File: config.mk
export PLATFORM = sky130hd
export DESIGN_NAME = twc_slave
export DESIGN_NICKNAME = d
export VERILOG_FILES = /design/src/rtl/twc_pkg.sv /design/src/rtl/twc_sync.sv /design/src/rtl/twc_regfile.sv /design/src/rtl/twc_slave.sv
export SDC_FILE = /design/constraint.sdc
export NUM_CORES = 1
export LEC_CHECK = 0
export BUFFER_PORTS_ARGS = -buffer_cell sky130_fd_sc_hd__buf_2
export CORE_MARGIN = 2
export CORE_UTILIZATION = 49
export DETAILED_ROUTE_END_ITERATION = 10
export MAX_ROUTING_LAYER = met4
export PLACE_DENSITY_LB_ADDON = 0.25
export SYNTH_ARGS = -nofsm -noshare
export SYNTH_HDL_FRONTEND = slang
export SYNTH_SLANG_ARGS = --single-unit
File: constraint.sdc
create_clock -name clk -period 7.64 [get_ports clk]
set_input_delay 0.382 -clock clk [delete_from_list [all_inputs] [get_ports clk]]
set_output_delay 0.382 -clock clk [all_outputs]
set_load 0.02 [all_outputs]
File: src/rtl/twc_pkg.sv
package twc_pkg;
  localparam int BYTE_W   = 8;
  localparam int REG_AW   = 7;
  localparam int REG_DW   = 16;
  // Bits 4..7 of the device byte, as they sit after an MSB-side shift-in.
  localparam logic [3:0] DEV_FIXED  = 4'b1000;
  // {bit0, bit1} of the device byte.
  localparam logic [1:0] TYPE_WRITE = 2'b01;
  localparam logic [1:0] TYPE_READ  = 2'b11;

  typedef enum logic [1:0] {
    SEL_NONE  = 2'd0,
    SEL_WRITE = 2'd1,
    SEL_READ  = 2'd2
  } sel_t;
endpackage

File: src/rtl/twc_sync.sv
module twc_sync #(
  parameter int W = 3,
  parameter int STAGES = 2,
  parameter logic [W-1:0] RST_VAL = '0
) (
  input  logic         clk,
  input  logic         rst,
  input  logic [W-1:0] async_i,
  output logic [W-1:0] level_o,
  output logic [W-1:0] rise_o,
  output logic [W-1:0] fall_o
);
  logic [W-1:0] stg [STAGES];
  logic [W-1:0] prev;

  always_ff @(posedge clk) begin
    if (rst) stg[0] <= RST_VAL;
    else     stg[0] <= async_i;
  end

  for (genvar s = 1; s < STAGES; s++) begin : g_stage
    always_ff @(posedge clk) begin
      if (rst) stg[s] <= RST_VAL;
      else     stg[s] <= stg[s-1];
    end
  end

  always_ff @(posedge clk) begin
    if (rst) prev <= RST_VAL;
    else     prev <= stg[STAGES-1];
  end

  assign level_o = stg[STAGES-1];
  assign rise_o  = stg[STAGES-1] & ~prev;
  assign fall_o  = ~stg[STAGES-1] & prev;
endmodule

File: src/rtl/twc_regfile.sv
module twc_regfile #(
  parameter int AW = 7,
  parameter int DW = 16,
  parameter int COUNT = 4,
  parameter logic [AW-1:0] BASE = '0
) (
  input  logic          clk,
  input  logic          rst,
  input  logic          wr_en,
  input  logic [AW-1:0] wr_addr,
  input  logic [DW-1:0] wr_data,
  input  logic [AW-1:0] rd_addr,
  output logic [DW-1:0] rd_data,
  output logic          rd_valid
);
  localparam int IDX_W = (COUNT > 1) ? $clog2(COUNT) : 1;
  localparam logic [AW:0] CNT = COUNT[AW:0];

  logic [DW-1:0] mem [COUNT];
  logic [AW-1:0] wr_off, rd_off;
  logic          wr_hit, rd_hit;

  assign wr_off = wr_addr - BASE;
  assign rd_off = rd_addr - BASE;
  assign wr_hit = {1'b0, wr_off} < CNT;
  assign rd_hit = {1'b0, rd_off} < CNT;

  for (genvar g = 0; g < COUNT; g++) begin : g_reg
    always_ff @(posedge clk) begin
      if (rst) mem[g] <= '0;
      else if (wr_en && wr_hit && wr_off[IDX_W-1:0] == IDX_W'(g)) mem[g] <= wr_data;
    end
  end

  always_ff @(posedge clk) begin
    if (rst) begin
      rd_data  <= '0;
      rd_valid <= 1'b0;
    end else begin
      rd_data  <= rd_hit ? mem[rd_off[IDX_W-1:0]] : '0;
      rd_valid <= rd_hit;
    end
  end
endmodule

File: src/rtl/twc_slave.sv
module twc_slave
  import twc_pkg::*;
#(
  parameter int REG_COUNT = 4,
  parameter logic [REG_AW-1:0] REG_BASE = 7'h10,
  parameter int SYNC_STAGES = 2
) (
  input  logic       clk,
  input  logic       rst,
  input  logic       bus_clk_i,
  input  logic       bus_mode_i,
  input  logic       bus_data_i,
  input  logic [1:0] strap_i,
  output logic       bus_data_o,
  output logic       bus_data_oe
);
  localparam int TXW   = BYTE_W + REG_DW;
  localparam int TXC_W = $clog2(TXW + 1);

  logic [2:0] lvl, rise, fall;
  logic bclk_rise, bclk_fall, mode_s, mode_rise, mode_fall, din;

  twc_sync #(.W(3), .STAGES(SYNC_STAGES), .RST_VAL(3'b011)) u_sync (
    .clk(clk), .rst(rst),
    .async_i({bus_data_i, bus_mode_i, bus_clk_i}),
    .level_o(lvl), .rise_o(rise), .fall_o(fall)
  );

  assign bclk_rise = rise[0];
  assign bclk_fall = fall[0];
  assign mode_s    = lvl[1];
  assign mode_rise = rise[1];
  assign mode_fall = fall[1];
  assign din       = lvl[2];

  logic              awake;
  sel_t              sel;
  logic [7:0]        sh;
  logic [7:0]        sh_next;
  logic [3:0]        bit_cnt;
  logic [1:0]        byte_idx;
  logic              rw_flag;
  logic [7:0]        hi_byte;
  logic [REG_AW-1:0] prep_addr;
  logic [TXW-1:0]    tx;
  logic [TXW-1:0]    rd_word;
  logic [TXC_W-1:0]  tx_left;
  logic              tx_armed;
  logic              oe, dout;
  logic              wr_en;
  logic [REG_AW-1:0] wr_addr;
  logic [REG_DW-1:0] wr_data;
  logic [REG_DW-1:0] rd_data;
  logic              rd_valid;

  twc_regfile #(.AW(REG_AW), .DW(REG_DW), .COUNT(REG_COUNT), .BASE(REG_BASE)) u_regs (
    .clk(clk), .rst(rst),
    .wr_en(wr_en), .wr_addr(wr_addr), .wr_data(wr_data),
    .rd_addr(prep_addr), .rd_data(rd_data), .rd_valid(rd_valid)
  );

  function automatic sel_t decode(input logic [7:0] a, input logic [1:0] s);
    logic hit;
    hit = (a[3:0] == DEV_FIXED) && (a[5] == s[0]) && (a[4] == s[1]);
    if (hit && a[7:6] == TYPE_WRITE)     return SEL_WRITE;
    else if (hit && a[7:6] == TYPE_READ) return SEL_READ;
    else                                 return SEL_NONE;
  endfunction

  assign sh_next = {sh[6:0], din};
  assign rd_word = {~rd_valid, prep_addr, rd_valid ? rd_data : {REG_DW{1'b0}}};

  always_ff @(posedge clk) begin
    if (rst) begin
      awake <= 1'b0; sel <= SEL_NONE; sh <= '0; bit_cnt <= '0; byte_idx <= '0;
      rw_flag <= 1'b0; hi_byte <= '0; prep_addr <= '0; tx <= '0; tx_left <= '0;
      tx_armed <= 1'b0; oe <= 1'b0; dout <= 1'b0; wr_en <= 1'b0;
      wr_addr <= '0; wr_data <= '0;
    end else begin
      wr_en <= 1'b0;
      if (!awake) begin
        if (bclk_rise) awake <= 1'b1;
      end else if (mode_rise || mode_fall) begin
        bit_cnt <= '0; byte_idx <= '0; oe <= 1'b0; dout <= 1'b0;
        tx_left <= '0; tx_armed <= 1'b0;
        if (mode_fall) sel <= SEL_NONE;
        else if (sel == SEL_READ) begin
          tx      <= rd_word;
          dout    <= rd_word[TXW-1];
          oe      <= 1'b1;
          tx_left <= TXC_W'(TXW);
        end
      end else if (bclk_rise) begin
        if (!mode_s) begin
          if (bit_cnt != 4'd8) begin
            sh      <= sh_next;
            bit_cnt <= bit_cnt + 4'd1;
            if (bit_cnt == 4'd7) sel <= decode(sh_next, strap_i);
          end
        end else if (sel == SEL_WRITE && byte_idx != 2'd3) begin
          sh <= sh_next;
          if (bit_cnt == 4'd7) begin
            bit_cnt  <= '0;
            byte_idx <= byte_idx + 2'd1;
            case (byte_idx)
              2'd0: begin
                rw_flag <= sh_next[7];
                wr_addr <= sh_next[6:0];
                if (sh_next[7]) prep_addr <= sh_next[6:0];
              end
              2'd1: hi_byte <= sh_next;
              2'd2: if (!rw_flag) begin
                wr_en   <= 1'b1;
                wr_data <= {hi_byte, sh_next};
              end
              default: ;
            endcase
          end else begin
            bit_cnt <= bit_cnt + 4'd1;
          end
        end else if (oe && tx_left != '0) begin
          tx_left  <= tx_left - TXC_W'(1);
          tx_armed <= 1'b1;
        end
      end else if (bclk_fall && oe && tx_armed) begin
        tx_armed <= 1'b0;
        if (tx_left == '0) begin
          oe   <= 1'b0;
          dout <= 1'b0;
        end else begin
          tx   <= {tx[TXW-2:0], 1'b0};
          dout <= tx[TXW-2];
        end
      end
    end
  end

  assign bus_data_o  = dout;
  assign bus_data_oe = oe;
endmodule

* Yosys cells after proc, flatten, opt, wreduce, memory -nomap -nowiden
Memories as Yosys holds them, arrays and structs flattened. A register that Yosys moved wholly into a read port is not among the register bits.
Index checks and enable logic that the tools add are counted.
** Cells by class
- Add/sub/neg operators :: 5
- Multipliers :: 0
- Div/mod/pow operators :: 0
- Magnitude comparators :: 2
- Eq/ne operators :: 27
- Shift-type cells :: 0
- Mux-type cells :: 78
- Bitwise logic cells :: 20
- Reductions and logical operators :: 44
** Operators by type and width (number)
- $mux W23 :: 6
- $mux W16 :: 5
- $mux W1 :: 36
- $mux W5 :: 7
- $mux W2 :: 13
- $mux W4 :: 6
- $mux W7 :: 3
- $reduce_and A5 Y1 :: 4
- $reduce_bool A2 Y1 :: 9
- $reduce_and A8 Y1 :: 2
- $lt A7 B3 Y1 const B :: 2
- $reduce_and A7 Y1 :: 2
- $sub A7 B5 Y7 const B :: 2
- $logic_and A1 B1 Y1 :: 13
- $reduce_and A6 Y1 :: 2
- $eq A2 B2 Y1 const B :: 5
- $ne A2 B2 Y1 const B :: 5
- $not A1 Y1 :: 10
- $eq A2 B1 Y1 const B :: 4
- $ne A2 B1 Y1 const B :: 4
- $reduce_and A4 Y1 :: 2
- $reduce_or A8 Y1 :: 1
- $mux W3 :: 2
- $ne A3 B1 Y1 const B :: 2
- 19 further kinds :: 29
** Storage, ports and cells
- Flip-flop bits (word level) :: 90
- Bits in latches :: 0
- RAM bits :: 70
- Bits in read-only memories :: 0
- Output and inout bits :: 2
- Memories :: 2
** Memory list
- u_regs.mem :: words 4, width 16, read ports 1, clocked after Yosys merged registers in 1, wr ports 4, line twc_regfile.sv:19 : logic [DW-1:0] mem [COUNT];
- u_sync.stg :: words 2, width 3, read ports 2, clocked after Yosys merged registers in 0, wr ports 2, line twc_sync.sv:13 : logic [W-1:0] stg [STAGES];

* Depth between registers and ports, before layout
An unclocked memory read counts as a cell.
- Word-level depth :: 12
- Depth in mapped cells :: 9
- Gate-level depth less buffers :: 6

* Modules after synthesis
A second synthesis with hierarchy kept.
** Second synthesis, totals
- Cell total of the unflattened synthesis :: 667
- Area total of the unflattened synthesis :: 7682.4 um2
** Modules (own cells, without submodules)
- twc_slave :: times used 1, cells an instance 431, area an instance 4000.1 um2, sequential area each 1741.7 um2
- twc_regfile :: times used 1, cells an instance 212, area an instance 3408.3 um2, sequential area each 2262.2 um2
- twc_sync :: times used 1, cells an instance 24, area an instance 274.0 um2, sequential area each 180.2 um2

* Worst setup path after synthesis
OpenSTA, ideal clock, no wires.
- Path type :: register to register
- Start :: register wr_addr[4]
- End :: memory u_regs.mem[0][0], enable pin
- Setup time :: 414 ps
- Arrival time :: 2498 ps
- Path slack :: 4728 ps
- Stages on the path, launching flop included :: 7
- Path buffers :: 1
- Period minus slack after synthesis :: 2912 ps
- Cell sequence :: dfxtp_1 > inv_1 > ha_1 > xor2_1 > or3_1 > buf_2 > o31ai_1
** RTL lines
- from (decl) :: line twc_slave.sv:51 : logic [REG_AW-1:0] wr_addr;
- from (signal assigned) :: line twc_slave.sv:108 : wr_addr <= sh_next[6:0];
- to (decl) :: line twc_regfile.sv:19

==> results.ini <==
[critical_path]
crit_type = flop to flop
worst_path_max_delay_cell = or4_4
crit_chain = inv_1 -> ha_1 -> buf_4 -> nand4bb_1 -> or4_4 -> o31ai_1 -> a21oi_1
path_delay_family = simple AND/OR/NAND/NOR gates
end_kind = flop
critPathMaxFanout = 40
worst_path_largest_cell_delay_ns = 0.71
worst_setup_path_start_kind = flop
cp.required_ns = 7.93
rrSetupSlack_ns = 4.61
arrival_ns = 3.32
crit_buf_inv = 2

[layout]
fillCellCount = 1365
drive_above_1_share_pct = 12.1
antenna_cells = 0
fin_area_um2 = 8510
syn_to_final_growth_pct = 9.57
fin_nets = 718

[synth]
synthTopCellsByCount = 112 x dfxtp_1, 80 x a21oi_1, 65 x and2_1, 64 x edfxtp_1, 64 x o21ai_0
synth-async-reset-ratio_pct = 0
yosys.area.top_type_share_pct = 28.9
syn-mean-instance-area_um2 = 10.8
ys_ff_latch = 176
synth-seq-area-share_pct = 53.6
yosysTopAreaCell = dfxtp_1
synth-edff-count = 64
syn_inst = 720
yosys_most_used_dff = dfxtp_1
synth_cell_types = 62
ys_warn_count = 0
yosysMostFrequentCell = dfxtp_1
syn-num-nets = 739
synth_area_leaders = dfxtp_1 29%, edfxtp_1 25%, and2_1 5.2%
netlist_area_um2 = 7760

[worst_hold_path]
hp-class = input port to flop

[die]
rows = 46
core_area_um2 = 15700
fp.dieW_um = 130
ioPinCount = 9
die_area_um2 = 16900
die_h_um = 130
start_util_pct = 49.4

[global_routing]
gr-total-overflow = 0
grt_max_degree = 59
grt_pass1_wl_um = 27300
grt_antenna_before_repair = 0
grt_pass1_vias = 5211
grt_usage_pct = 21.9

[job]
maxCapViolations = 0

[cts]
htreeDepth = 4
clkSlewWorstSetupHoldPaths_ns = 0.07
cts_setup_buffers = 0
cts_tree = yes
clk_latency_ns = 0.43
cts_resized = 0
root_buffer = clkbuf_16
cts.sink_count = 176
postCtsHoldBufs = 0
cts_buffer_depth = 2
cts_buffers = 17

[routing]
drtAntennaViolNets = 0
wl_per_cell_um = 18.0
via_per_inst = 5.76
totalWireLength_um = 16700
vias = 5337
dr.pass1.iters = 5
drc = 0
drt_iter0_drc = 523

[timing]
tns_ns = 0
hold_viol = 0
relSlewSlack_pct = 26.6
min_period_ns = 3.03
rsz0062_at_grt = false
tightestPinTransition_ns = 1.10
finalCritPeriodShare_pct = 39.7
fmax_ghz = 0.330
drv_slew = 0
skew_ns = 0.0105
setup_viol = 0

[power_and_ir_drop]
vdd_drop_max_mv = 0.166
p_leak_nw = 2.76
internal_power_w = 0.00152
power_density_nw_per_um2 = 227
clkPwrFrac_pct = 46.5
comb_power_share_pct = 2.5
netSwitchingFraction_pct = 21.7
pwr-share-seq_pct = 51.0
switchingPower_w = 0.000419

[placement]
gp_congestion = 0.786
portBuffers = 8
dpl_cell_area_um2 = 7910
dp_hpwl_um = 10100

[run_status]
status = finished, final reports clean

## power by group through the flow
stage	clock network, W	logic (W)	registers [W]
global route	0.000953	0.0000524	0.000988
global placement	0	0.0000473	0.00101
CTS	0.000909	0.0000484	0.000987
finish	0.000899	0.0000483	0.000987
floorplan	0	0.0000346	0.00101
detailed placement	0	0.0000483	0.00101
## worst register-to-register path, cell delays in order, from the launching register on
cell and delay, ns:
dfxtp_1 0.54, inv_1 0.21, ha_1 0.37, buf_4 0.27
nand4bb_1 0.40, or4_4 0.71, o31ai_1 0.29, a21oi_1 0.10
## layout make-up
cell class / count / area [µm²] / share of cell area, %
repair buffers: 17 / 110 / 1.29
clock inverters: 14 / 178 / 2.09
flip-flops and latches: 176 / 4160 / 48.9
multi-input cells: 465 / 3280 / 38.5
inverters: 22 / 82.6 / 0.971
well taps: 216 / 270 / 3.18
clock buffers: 17 / 425 / 5.00
## cell families (layout without fill, tap and decap cells)
group                      count (synthesis)  in the layout  synth area share [%]
AOI/OAI and AO/OA                        198            198                  15.0
muxes                                     30             30                  6.45
and+or+nand+nor                          221            221                  18.1
buffers and inverters                     79             70                  4.42
xor gates and xnor gates                   4              4                 0.451
DFF                                      176            176                  53.6
adders and majority gates                 12             12                  1.93
## path summary, 6_finish.rpt
path,startpoint,endpoint,cells after the start
hold reg to reg,u_sync.stg[0][0],u_sync.stg[1][0],1
setup / recovery,u_sync.stg[1][1],prep_addr[1],7
hold / removal,bus_clk_i,u_sync.stg[0][0],2
setup reg to reg,u_sync.stg[1][1],prep_addr[1],7
## sequential cells by signal (all words and copies together) (netlist names), 4 cells and up
register / flops
u_regs.rd_data: 16
sh: 7
wr_addr: 7
u_sync.stg: 6
tx_left: 5
prep_addr: 7
hi_byte: 8
tx: 23
u_regs.mem: 64
wr_data: 16
bit_cnt: 4
## per-layer routing
metal	vias to the layer above	track usage, %	wire length [µm]
li1	2600	-	-
met1	2608	28.9	7900
met2	113	33.8	8050
met3	16	4.63	539
met4	0	7.27	193
met5	-	-	0
## placed cells by master (no fill, tap or decap), types with 17 or more instances in the layout
| cell type | count |
|---|---|
| or3_1 | 24 |
| clkbuf_16 | 17 |
| nand3_1 | 37 |
| dfxtp_1 | 112 |
| inv_1 | 20 |
| and2_1 | 65 |
| o21ai_0 | 64 |
| a21oi_1 | 80 |
| nor2b_1 | 21 |
| edfxtp_1 | 64 |
## metrics by stage
stage | worst slack (ns) | hold WS (ns) | total power, W | std cells | utilization, %
after floorplan | 4.73 | 0.389 | 0.00104 | 720 | -
after global placement | 4.74 | 0.396 | 0.00105 | 896 | 50.3
after detailed placement | 4.64 | 0.403 | 0.00106 | 896 | 50.3
after CTS | 4.62 | 0.108 | 0.00194 | 927 | 54.1
after global routing | 4.43 | 0.106 | 0.00199 | 927 | 54.1
final | 4.61 | 0.126 | 0.00193 | 927 | 54.1
Power figures use the tool's default switching activity.
